--- config.mk ---
export PLATFORM = sky130hd
export DESIGN_NAME = tmr_unit
export DESIGN_NICKNAME = d
export VERILOG_FILES = /design/src/rtl/tmr_pkg.sv /design/src/rtl/tmr_prescaler.sv /design/src/rtl/tmr_channel.sv /design/src/rtl/tmr_unit.sv
export SDC_FILE = /design/constraint.sdc
export NUM_CORES = 1
export LEC_CHECK = 0
export ABC_AREA = 1
export BUFFER_PORTS_ARGS = -buffer_cell sky130_fd_sc_hd__buf_2
export CAP_MARGIN = 10
export CORE_ASPECT_RATIO = 0.5
export CORE_UTILIZATION = 60
export CTS_CLUSTER_DIAMETER = 30
export CTS_CLUSTER_SIZE = 12
export DETAILED_ROUTE_END_ITERATION = 6
export PLACE_DENSITY = 0.77
export REMOVE_ABC_BUFFERS = 1
export SLEW_MARGIN = 0
export SYNTH_ARGS = -nofsm -noshare
export SYNTH_HDL_FRONTEND = slang
export SYNTH_SLANG_ARGS = --single-unit
--- constraint.sdc ---
create_clock -name clk -period 3.1 [get_ports clk]
set_input_delay 0.62 -clock clk [delete_from_list [all_inputs] [get_ports clk]]
set_output_delay 0.62 -clock clk [all_outputs]
set_load 0.05 [all_outputs]
--- src/rtl/tmr_pkg.sv ---
package tmr_pkg;

    localparam int NUM_CH    = 3;
    localparam int DATA_W    = 32;
    localparam int ADDR_W    = 6;
    localparam int BE_W      = DATA_W / 8;
    localparam int SEL_W     = 3;
    localparam int PSC_W     = 10;
    localparam int CH_BASE   = 4;
    localparam int CH_STRIDE = 12;
    localparam int FLAG_BIT  = 8;
    localparam int IE_BIT    = 5;

    typedef enum logic {
        CH_HALT = 1'b0,
        CH_RUN  = 1'b1
    } ch_state_e;

    typedef enum logic [1:0] {
        SUB_RELOAD = 2'd0,
        SUB_COUNT  = 2'd1,
        SUB_CTRL   = 2'd2
    } ch_sub_e;

    // Terminal count of the prescaler for each select value (period minus one).
    function automatic logic [PSC_W-1:0] psc_last(input logic [SEL_W-1:0] sel);
        logic [PSC_W-1:0] r;
        unique case (sel)
            3'd1:    r = 10'd15;
            3'd2:    r = 10'd63;
            3'd3:    r = 10'd255;
            3'd4:    r = 10'd1023;
            default: r = 10'd3;
        endcase
        return r;
    endfunction

    // Byte-lane merge of a write into an existing register value.
    function automatic logic [DATA_W-1:0] lane_merge(
        input logic [DATA_W-1:0] old_v,
        input logic [DATA_W-1:0] new_v,
        input logic [BE_W-1:0]   be
    );
        logic [DATA_W-1:0] r;
        r = old_v;
        for (int b = 0; b < BE_W; b++) begin
            if (be[b]) r[b*8 +: 8] = new_v[b*8 +: 8];
        end
        return r;
    endfunction

endpackage

--- src/rtl/tmr_prescaler.sv ---
module tmr_prescaler
    import tmr_pkg::*;
(
    input  logic             clk,
    input  logic             rst_n,
    input  logic             run,
    input  logic [SEL_W-1:0] sel,
    output logic             tick
);

    logic [PSC_W-1:0] pcnt_q;
    logic [PSC_W-1:0] last;

    assign last = psc_last(sel);
    assign tick = run && (pcnt_q >= last);

    always_ff @(posedge clk) begin
        if (!rst_n || !run) begin
            pcnt_q <= '0;
        end else if (tick) begin
            pcnt_q <= '0;
        end else begin
            pcnt_q <= pcnt_q + 1'b1;
        end
    end

endmodule

--- src/rtl/tmr_channel.sv ---
module tmr_channel
    import tmr_pkg::*;
(
    input  logic              clk,
    input  logic              rst_n,
    input  logic              start_we,
    input  logic              start_bit,
    input  logic              reload_we,
    input  logic              count_we,
    input  logic              ctrl_we,
    input  logic [DATA_W-1:0] wdata,
    input  logic [BE_W-1:0]   be,
    output logic [DATA_W-1:0] reload_o,
    output logic [DATA_W-1:0] count_o,
    output logic [DATA_W-1:0] ctrl_o,
    output logic              running,
    output logic              uf,
    output logic              flag,
    output logic              irq
);

    ch_state_e        state_q, state_d;
    logic [DATA_W-1:0] reload_q, count_q;
    logic [SEL_W-1:0]  sel_q;
    logic              ie_q, flag_q;
    logic              tick;

    // State register
    always_ff @(posedge clk) begin
        if (!rst_n) state_q <= CH_HALT;
        else        state_q <= state_d;
    end

    // Next state: GO and HALT arcs, taken on a run-register write
    always_comb begin
        state_d = state_q;
        unique case (state_q)
            CH_HALT: if (start_we && start_bit)  state_d = CH_RUN;
            CH_RUN:  if (start_we && !start_bit) state_d = CH_HALT;
            default: state_d = CH_HALT;
        endcase
    end

    // Outputs of the state machine
    always_comb begin
        running = 1'b0;
        unique case (state_q)
            CH_RUN:  running = 1'b1;
            default: running = 1'b0;
        endcase
    end

    tmr_prescaler u_psc (
        .clk   (clk),
        .rst_n (rst_n),
        .run   (running),
        .sel   (sel_q),
        .tick  (tick)
    );

    assign uf = tick && (count_q == '0);

    always_ff @(posedge clk) begin
        if (!rst_n) begin
            reload_q <= '1;
            count_q  <= '1;
            sel_q    <= '0;
            ie_q     <= 1'b0;
            flag_q   <= 1'b0;
        end else begin
            if (reload_we) reload_q <= lane_merge(reload_q, wdata, be);

            if (count_we)  count_q <= lane_merge(count_q, wdata, be);
            else if (uf)   count_q <= reload_q;
            else if (tick) count_q <= count_q - 1'b1;

            if (ctrl_we && be[0]) begin
                sel_q <= wdata[SEL_W-1:0];
                ie_q  <= wdata[IE_BIT];
            end

            if (uf)                                       flag_q <= 1'b1;
            else if (ctrl_we && be[1] && !wdata[FLAG_BIT]) flag_q <= 1'b0;
        end
    end

    always_comb begin
        ctrl_o              = '0;
        ctrl_o[SEL_W-1:0]   = sel_q;
        ctrl_o[IE_BIT]      = ie_q;
        ctrl_o[FLAG_BIT]    = flag_q;
    end

    assign reload_o = reload_q;
    assign count_o  = count_q;
    assign flag     = flag_q;
    assign irq      = flag_q && ie_q;

endmodule

--- src/rtl/tmr_unit.sv ---
module tmr_unit
    import tmr_pkg::*;
(
    input  logic              clk,
    input  logic              rst_n,
    input  logic [ADDR_W-1:0] bus_addr,
    input  logic              bus_we,
    input  logic [DATA_W-1:0] bus_wdata,
    input  logic [BE_W-1:0]   bus_be,
    output logic [DATA_W-1:0] bus_rdata,
    output logic [NUM_CH-1:0] irq
);

    logic [DATA_W-1:0] reload_a [NUM_CH];
    logic [DATA_W-1:0] count_a  [NUM_CH];
    logic [DATA_W-1:0] ctrl_a   [NUM_CH];

    logic [NUM_CH-1:0]        run_vec, uf_vec, flag_vec, cnt_wr, ctl_wr, rld_wr;
    logic [NUM_CH*DATA_W-1:0] cnt_flat, rld_flat;
    logic                     start_we;

    assign start_we = bus_we && (bus_addr == '0) && bus_be[0];

    for (genvar n = 0; n < NUM_CH; n++) begin : g_ch
        localparam logic [ADDR_W-1:0] BASE = ADDR_W'(CH_BASE + CH_STRIDE*n);

        assign rld_wr[n] = bus_we && (bus_addr == BASE + ADDR_W'(4*SUB_RELOAD));
        assign cnt_wr[n] = bus_we && (bus_addr == BASE + ADDR_W'(4*SUB_COUNT));
        assign ctl_wr[n] = bus_we && (bus_addr == BASE + ADDR_W'(4*SUB_CTRL));

        tmr_channel u_ch (
            .clk       (clk),
            .rst_n     (rst_n),
            .start_we  (start_we),
            .start_bit (bus_wdata[n]),
            .reload_we (rld_wr[n]),
            .count_we  (cnt_wr[n]),
            .ctrl_we   (ctl_wr[n]),
            .wdata     (bus_wdata),
            .be        (bus_be),
            .reload_o  (reload_a[n]),
            .count_o   (count_a[n]),
            .ctrl_o    (ctrl_a[n]),
            .running   (run_vec[n]),
            .uf        (uf_vec[n]),
            .flag      (flag_vec[n]),
            .irq       (irq[n])
        );

        assign cnt_flat[n*DATA_W +: DATA_W] = count_a[n];
        assign rld_flat[n*DATA_W +: DATA_W] = reload_a[n];
    end

    always_comb begin
        bus_rdata = '0;
        if (bus_addr == '0) bus_rdata[NUM_CH-1:0] = run_vec;
        for (int n = 0; n < NUM_CH; n++) begin
            if (bus_addr == ADDR_W'(CH_BASE + CH_STRIDE*n + 4*SUB_RELOAD)) bus_rdata = reload_a[n];
            if (bus_addr == ADDR_W'(CH_BASE + CH_STRIDE*n + 4*SUB_COUNT))  bus_rdata = count_a[n];
            if (bus_addr == ADDR_W'(CH_BASE + CH_STRIDE*n + 4*SUB_CTRL))   bus_rdata = ctrl_a[n];
        end
    end

endmodule

==> impl_metrics.py, run 1 <==
metrics = {
    "status": {
        "status": "complete, but fails checks",
        "violations": "design-rule violations, negative setup slack",
    },
    "synth": {
        "netlist_instances": 2748,
        "yosysUniqueCellTypes": 38,
        "syn_area_mm2": 0.0165,
        "yosysTopAreaCell": "dfxtp_1",
        "synthArstFlopShare": 0,
        "synth_edf_count": 0,
        "synth_flop_cell": "dfxtp_1",
        "synth.area.top_cells": "dfxtp_1 (29%), nand2_1 (21%), nand3_1 (7.4%), nor2_1 (6.6%), inv_1 (6.5%)",
        "syn_area_per_cell_um2": 6.00,
        "yosysWarnings": 0,
        "seq_area_frac_synth": 0.291,
        "synth_top_area_frac": 0.291,
        "synth_seq_cells": 240,
    },
    "die": {
        "die_h_um": 119,
        "fp-row-count": 42,
        "core-area_mm2": 0.0267,
        "die_area_mm2": 0.0282,
        "chipWidth_um": 236,
        "start_util": 0.618,
        "ios": 80,
    },
    "clocking": {
        "clock_path_buffers": 3,
        "cts_tree": "yes",
        "clock_latency_ns": 0.54,
        "cts.sinks": 240,
        "clk_pin_slew_ns": 0.06,
        "cts_buffers": 37,
        "htreeDepth": 2,
        "postCtsHoldBufs": 0,
        "clockRootBuffer": "clkbuf_16",
    },
    "grt": {
        "grt_max_degree": 65,
        "grt-ovfl-total": 0,
        "antenna_found_initial": 1,
        "grt_first_pass_wirelength_um": 102000,
        "grt_pass1_vias": 17700,
        "gr-usage-all-layers": 0.466,
    },
    "place": {
        "dp.cells": 3090,
        "post-dp-hpwl_um": 47600,
        "gp_congestion": 1.03,
        "port-buffer-count": 79,
    },
    "finish": {
        "final_common_cell": "nand2_1",
        "post-route-util": 0.694,
        "layout_common_cells": "nand2_1 (917), nor2_1 (288), inv_1 (286)",
        "syn2layout_area_growth_pct": 12.2,
        "nets": 2852,
        "drive_gt1_frac": 0.0866,
        "antenna_cells": 0,
        "layout.cells.non_filler": 3158,
    },
    "critical_path": {
        "timing.rr.end": "g_ch[2].u_ch.count_o[19]",
        "r2r_slack_ns": 0.12,
        "crit_buf_inv": 5,
        "crit_path_cell_trace": "buf_2, inv_1, nand2_2, nor3_4, inv_1, buf_4, o21ai_0, a21oi_1, o2111ai_1, buf_2",
        "crit_family": "buffers and inverters",
        "cp_max_fo": 25,
        "crit_path_end_kind": "output port",
        "r2r_start": "g_ch[2].u_ch.sel_q[1]",
        "start_kind": "input port",
        "r2r_cells": 16,
        "path_class": "in -> out",
        "required_ns": 2.48,
        "worstPathArrival_ns": 2.48,
        "cpMaxStageDelayCell": "o21ai_0",
        "slowest_delay_ns": 0.37,
        "path_depth": 10,
    },
    "timing": {
        "slew-limit-headroom": 0.555,
        "tightest_slew_ns": 0.666,
        "setup_viol": 1,
        "rsz0062_at_grt": "yes",
        "fmax_mhz": 323,
        "worst_slack_ns": -0.000158,
        "period_minus_slack_ns": 3.10,
        "finalMaxSlewViolations": 0,
        "hold_viol_final": 0,
        "min_period_over_period": 1.00,
        "finalClockSkew_ns": 0.0241,
    },
    "routing": {
        "drt_iter0_markers": 3094,
        "drtAntennaViolNets": 0,
        "via_per_inst": 6.23,
        "routedWlPerCell_um": 21.1,
        "wl_um": 66600,
        "drtPass1Iterations": 7,
        "drcViolationCount": 1,
        "via_count": 19700,
    },
    "hold_path": {
        "min-delay-start": "bus_wdata[0]",
        "min_path_type": "in -> reg",
        "hold_end": "g_ch[1].u_ch.reload_o[0]",
        "whs_path_depth": 3,
    },
    "power_and_ir_drop": {
        "p_total_mw": 7.98,
        "p_leak_nw": 9.67,
        "ir_drop_uv": 334,
        "powerDensity_mw_per_mm2": 431,
    },
    "job": {
        "maxCapViolations": 0,
    },
}
-- synth_stat cells, types with 5 or more instances --
master,instances
a21oi_1,80
buf_2,43
buf_4,5
clkbuf_1,82
dfxtp_1,240
ha_1,30
inv_1,286
inv_2,9
nand2_1,917
nand2_2,11
nand3_1,245
nand3_2,5
nand4_1,125
nor2_1,288
nor2_2,5
nor2_4,6
nor3_1,5
nor3b_1,6
o2111ai_1,27
o211ai_1,93
o21ai_0,134
o21ai_1,19
xnor2_1,13
xor2_1,40
-- worst min-delay path, delay by kind of cell --
kind | cells | cell delay (ns)
buffers and inverters | 1 | 0.09
AOI/OAI and AO/OA | 1 | 0.07
and+or+nand+nor | 1 | 0.05
-- how the worst max path moves through the flow --
stage	from	end	slack, ns
2_1_floorplan	g_ch[1].u_ch.sel_q[1]	g_ch[1].u_ch.count_o[10]	-0.14
3_3_place_gp	bus_addr[5]	bus_rdata[24]	-0.12
3_5_place_dp	bus_addr[5]	bus_rdata[28]	-0.15
4_1_cts	bus_addr[5]	bus_rdata[23]	0.002
5_1_grt	bus_addr[5]	bus_rdata[23]	-0.06
6_report	bus_addr[5]	bus_rdata[15]	-0.0002
-- final cells by class --
class,count,area (µm²)
well taps,352,440
clock buffers,48,1050
fillers,2408,8180
repair buffers,128,882
clock inverters,20,245
flip-flops and latches,240,4800
multi-input cells,2071,9960
inverters,299,1130
-- stage by stage --
stage | setup TNS (ns) | hold WS (ns) | instance area, µm² | worst slack (ns)
CTS | 0 | 0.317 | 18500 | 0.00197
global placement | -0.348 | 0.424 | 17200 | -0.121
global route | -0.247 | 0.328 | 18500 | -0.0567
floorplan | -9.40 | 0.413 | 15900 | -0.142
finish | -0.000158 | 0.322 | 18500 | -0.000158
detailed placement | -0.382 | 0.432 | 17200 | -0.147
-- cells by family (layout without fill, tap and decap cells) --
family,Yosys count,after routing,share of synthesized area
DFF,240,240,0.291
and+or+nand+nor,1631,1631,0.423
xor gates and xnor gates,53,53,0.0281
adders and majority gates,30,30,0.0228
AOI/OAI and AO/OA,357,357,0.129
buffers and inverters,437,495,0.106
-- sequential cells by signal, summed over array words and instances (netlist names), named ones only --
signal / count
g_ch.u_ch.ie_q: 3
g_ch.u_ch.u_psc.pcnt_q: 30
g_ch.u_ch.reload_o: 96
g_ch.u_ch.count_o: 96
g_ch.u_ch.flag: 3
g_ch.u_ch.sel_q: 9
-- power breakdown --
part	total (mW)	internal [mW]	switching [mW]	leakage, nW
clock network	4.43	2.76	1.67	0.638
registers	3.11	3.10	0.0163	1.94
logic	0.438	0.0908	0.348	7.09
-- metal layers --
metal	vias up	GRT usage	share of wire
met5	-	0	0
met1	8899	0.628	0.39
met2	1506	0.657	0.39
met4	0	0.163	0.037
li1	9050	-	-
met3	213	0.200	0.17
-- repair_timing --
| item | CTS | global route |
|---|---|---|
| gates resized for setup | 10 | 13 |
| buffers inserted | 0 | 0 |
| setup endpoints to repair | 10 | 42 |
No activity file was read; power rests on OpenSTA's default activity.
==> inputs of run 2 (changes only) <==
--- a/config.mk
+++ b/config.mk
@@ -9,7 +9,7 @@
 export BUFFER_PORTS_ARGS = -buffer_cell sky130_fd_sc_hd__buf_2
 export CAP_MARGIN = 10
 export CORE_ASPECT_RATIO = 0.5
-export CORE_UTILIZATION = 60
+export CORE_UTILIZATION = 57
 export CTS_CLUSTER_DIAMETER = 30
 export CTS_CLUSTER_SIZE = 12
 export DETAILED_ROUTE_END_ITERATION = 6
==> constraint.sdc (replaced) <==
create_clock -name clk -period 2.7 [get_ports clk]
set_input_delay 0.54 -clock clk [delete_from_list [all_inputs] [get_ports clk]]
set_output_delay 0.54 -clock clk [all_outputs]
set_load 0.05 [all_outputs]
==> run 2 against run 1 <==
Against the previous run: the flow now finishes without violations; critical endpoint is now bus_rdata[18]; global-route usage fell by 2.1 points; die area rose by 5.2%; critical path type unchanged; final cell count rose by 2.7%.
==> impl_metrics.py, run 2 (synthesis gave the netlist of run 1 again) <==
metrics = {
    "status": {
        "status": "finished clean",
    },
    "finish": {
        "final_cell_area_mm2": 0.0194,
        "syn2layout_area_growth_pct": 17.5,
        "layout_common_cells": "nand2_1 (917), nor2_1 (286), inv_1 (281)",
        "drive_gt1_frac": 0.111,
        "nets": 2906,
        "post-route-util": 0.690,
        "final_common_cell": "nand2_1",
    },
    "critical_path": {
        "required_ns": 2.16,
        "r2r_cells": 17,
        "cp_max_fo": 11,
        "crit_start": "bus_addr[1]",
        "start_kind": "input port",
        "crit_path_end_kind": "output port",
        "critPathCapture": "bus_rdata[18]",
        "path_class": "in -> out",
        "worstPathArrival_ns": 2.13,
        "timing.rr.end": "g_ch[1].u_ch.count_o[14]",
        "r2r_slack_ns": 0.13,
        "r2r_start": "g_ch[1].u_ch.sel_q[0]",
    },
    "routing": {
        "via_count": 19800,
        "wl_um": 68500,
        "routedWlPerCell_um": 21.1,
        "drtPass1Iterations": 6,
        "drtAntennaViolNets": 0,
        "via_per_inst": 6.10,
        "drt_iter0_markers": 2993,
        "drcViolationCount": 0,
    },
    "job": {
        "maxCapViolations": 0,
    },
    "clocking": {
        "cts_tree": "yes",
        "clockRootBuffer": "clkbuf_16",
        "clock_latency_ns": 0.54,
        "clock_path_buffers": 3,
        "postCtsHoldBufs": 0,
        "cts.sinks": 240,
        "htreeDepth": 2,
        "clk_pin_slew_ns": 0.05,
        "cts_buffers": 38,
    },
    "place": {
        "post-dp-hpwl_um": 49100,
        "port-buffer-count": 79,
        "placed_cell_area_mm2": 0.0176,
        "gp_congestion": 1.05,
    },
    "hold_path": {
        "min_path_type": "in -> reg",
    },
    "grt": {
        "antenna_found_initial": 2,
        "grt_pass1_vias": 17300,
        "grt-ovfl-total": 0,
        "grt_max_degree": 69,
        "gr-usage-all-layers": 0.445,
        "grt_first_pass_wirelength_um": 101000,
    },
    "timing": {
        "tns_ns": 0,
        "finalMaxSlewViolations": 0,
        "fmax_mhz": 375,
        "period_minus_slack_ns": 2.67,
        "hold-worst-slack_ns": 0.268,
        "min_period_over_period": 0.987,
        "tightest_slew_ns": 0.688,
        "hold_viol_final": 0,
        "setup_viol": 0,
        "finalClockSkew_ns": 0.0147,
        "rsz0062_at_grt": "yes",
        "slew-limit-headroom": 0.541,
    },
    "die": {
        "die_area_mm2": 0.0297,
        "chipWidth_um": 243,
        "start_util": 0.587,
        "fp-row-count": 43,
        "ios": 80,
        "die_h_um": 122,
        "core-area_mm2": 0.0281,
    },
    "power_and_ir_drop": {
        "ir_drop_uv": 592,
        "powerDensity_mw_per_mm2": 487,
        "p_leak_nw": 10.1,
    },
}
[run 2: stage by stage]
step / total power, mW / setup WS, ns / instances
floorplan: 3.87 / -0.542 / 2610
global placement: 4.14 / -0.160 / 3159
detailed placement: 4.15 / -0.158 / 3159
CTS: 9.40 / 0.000927 / 3225
global route: 9.60 / -0.00280 / 3240
finish: 9.44 / 0.0343 / 3243
[run 2: power breakdown]
group | internal [mW] | leakage, nW | switching, mW
Clock | 3.44 | 0.658 | 1.89
Combinational | 0.126 | 7.45 | 0.412
Sequential | 3.56 | 1.94 | 0.0179
[run 2: worst min-delay path by stage]
stage	startpoint	to	slack, ns	cells after the start
2_1_floorplan	g_ch[1].u_ch.u_psc.pcnt_q[0]	g_ch[1].u_ch.u_psc.pcnt_q[0]	0.41	1
3_3_place_gp	g_ch[1].u_ch.u_psc.pcnt_q[0]	g_ch[1].u_ch.u_psc.pcnt_q[0]	0.43	1
3_5_place_dp	g_ch[1].u_ch.u_psc.pcnt_q[0]	g_ch[1].u_ch.u_psc.pcnt_q[0]	0.44	1
4_1_cts	bus_wdata[0]	g_ch[1].u_ch.reload_o[0]	0.27	3
5_1_grt	bus_wdata[0]	g_ch[1].u_ch.reload_o[0]	0.30	3
6_report	bus_wdata[0]	g_ch[1].u_ch.reload_o[0]	0.27	3
[run 2: layout make-up]
class | count | area, µm²
diodes | 4 | 10.0
clock buffers | 47 | 1090
clock inverters | 19 | 274
fillers | 2556 | 8700
inverters | 299 | 1130
multi-input cells | 2071 | 10000
flip-flops and latches | 240 | 4810
well taps | 382 | 478
repair buffers | 181 | 1570
[run 2: repair_timing]
action | 4_1_cts | 5_1_grt
pin swaps | 0 | 6
endpoints found under the setup margin | 37 | 132
setup buffers | 0 | 7
resized for setup | 10 | 63
hold endpoints to repair | 0 | 0
gates cloned | 0 | 8
[run 2: per-layer routing]
layer	part of all wire	routed length, µm	GRT usage	up-vias
li1	-	-	-	9153
met1	0.41	28100	0.622	9055
met2	0.39	26500	0.624	1395
met3	0.17	11900	0.178	185
met4	0.029	2010	0.130	2
met5	0.00074	51	0	-
[run 2: critical path: stages]
cell,delay (ns)
buf_2,0.11
nor2_4,0.10
buf_4,0.13
nand2_2,0.10
nor2_4,0.15
buf_8,0.17
buf_12,0.13
nand2_1,0.05
o21ai_1,0.22
a21oi_1,0.09
o2111ai_1,0.10
buf_4,0.23
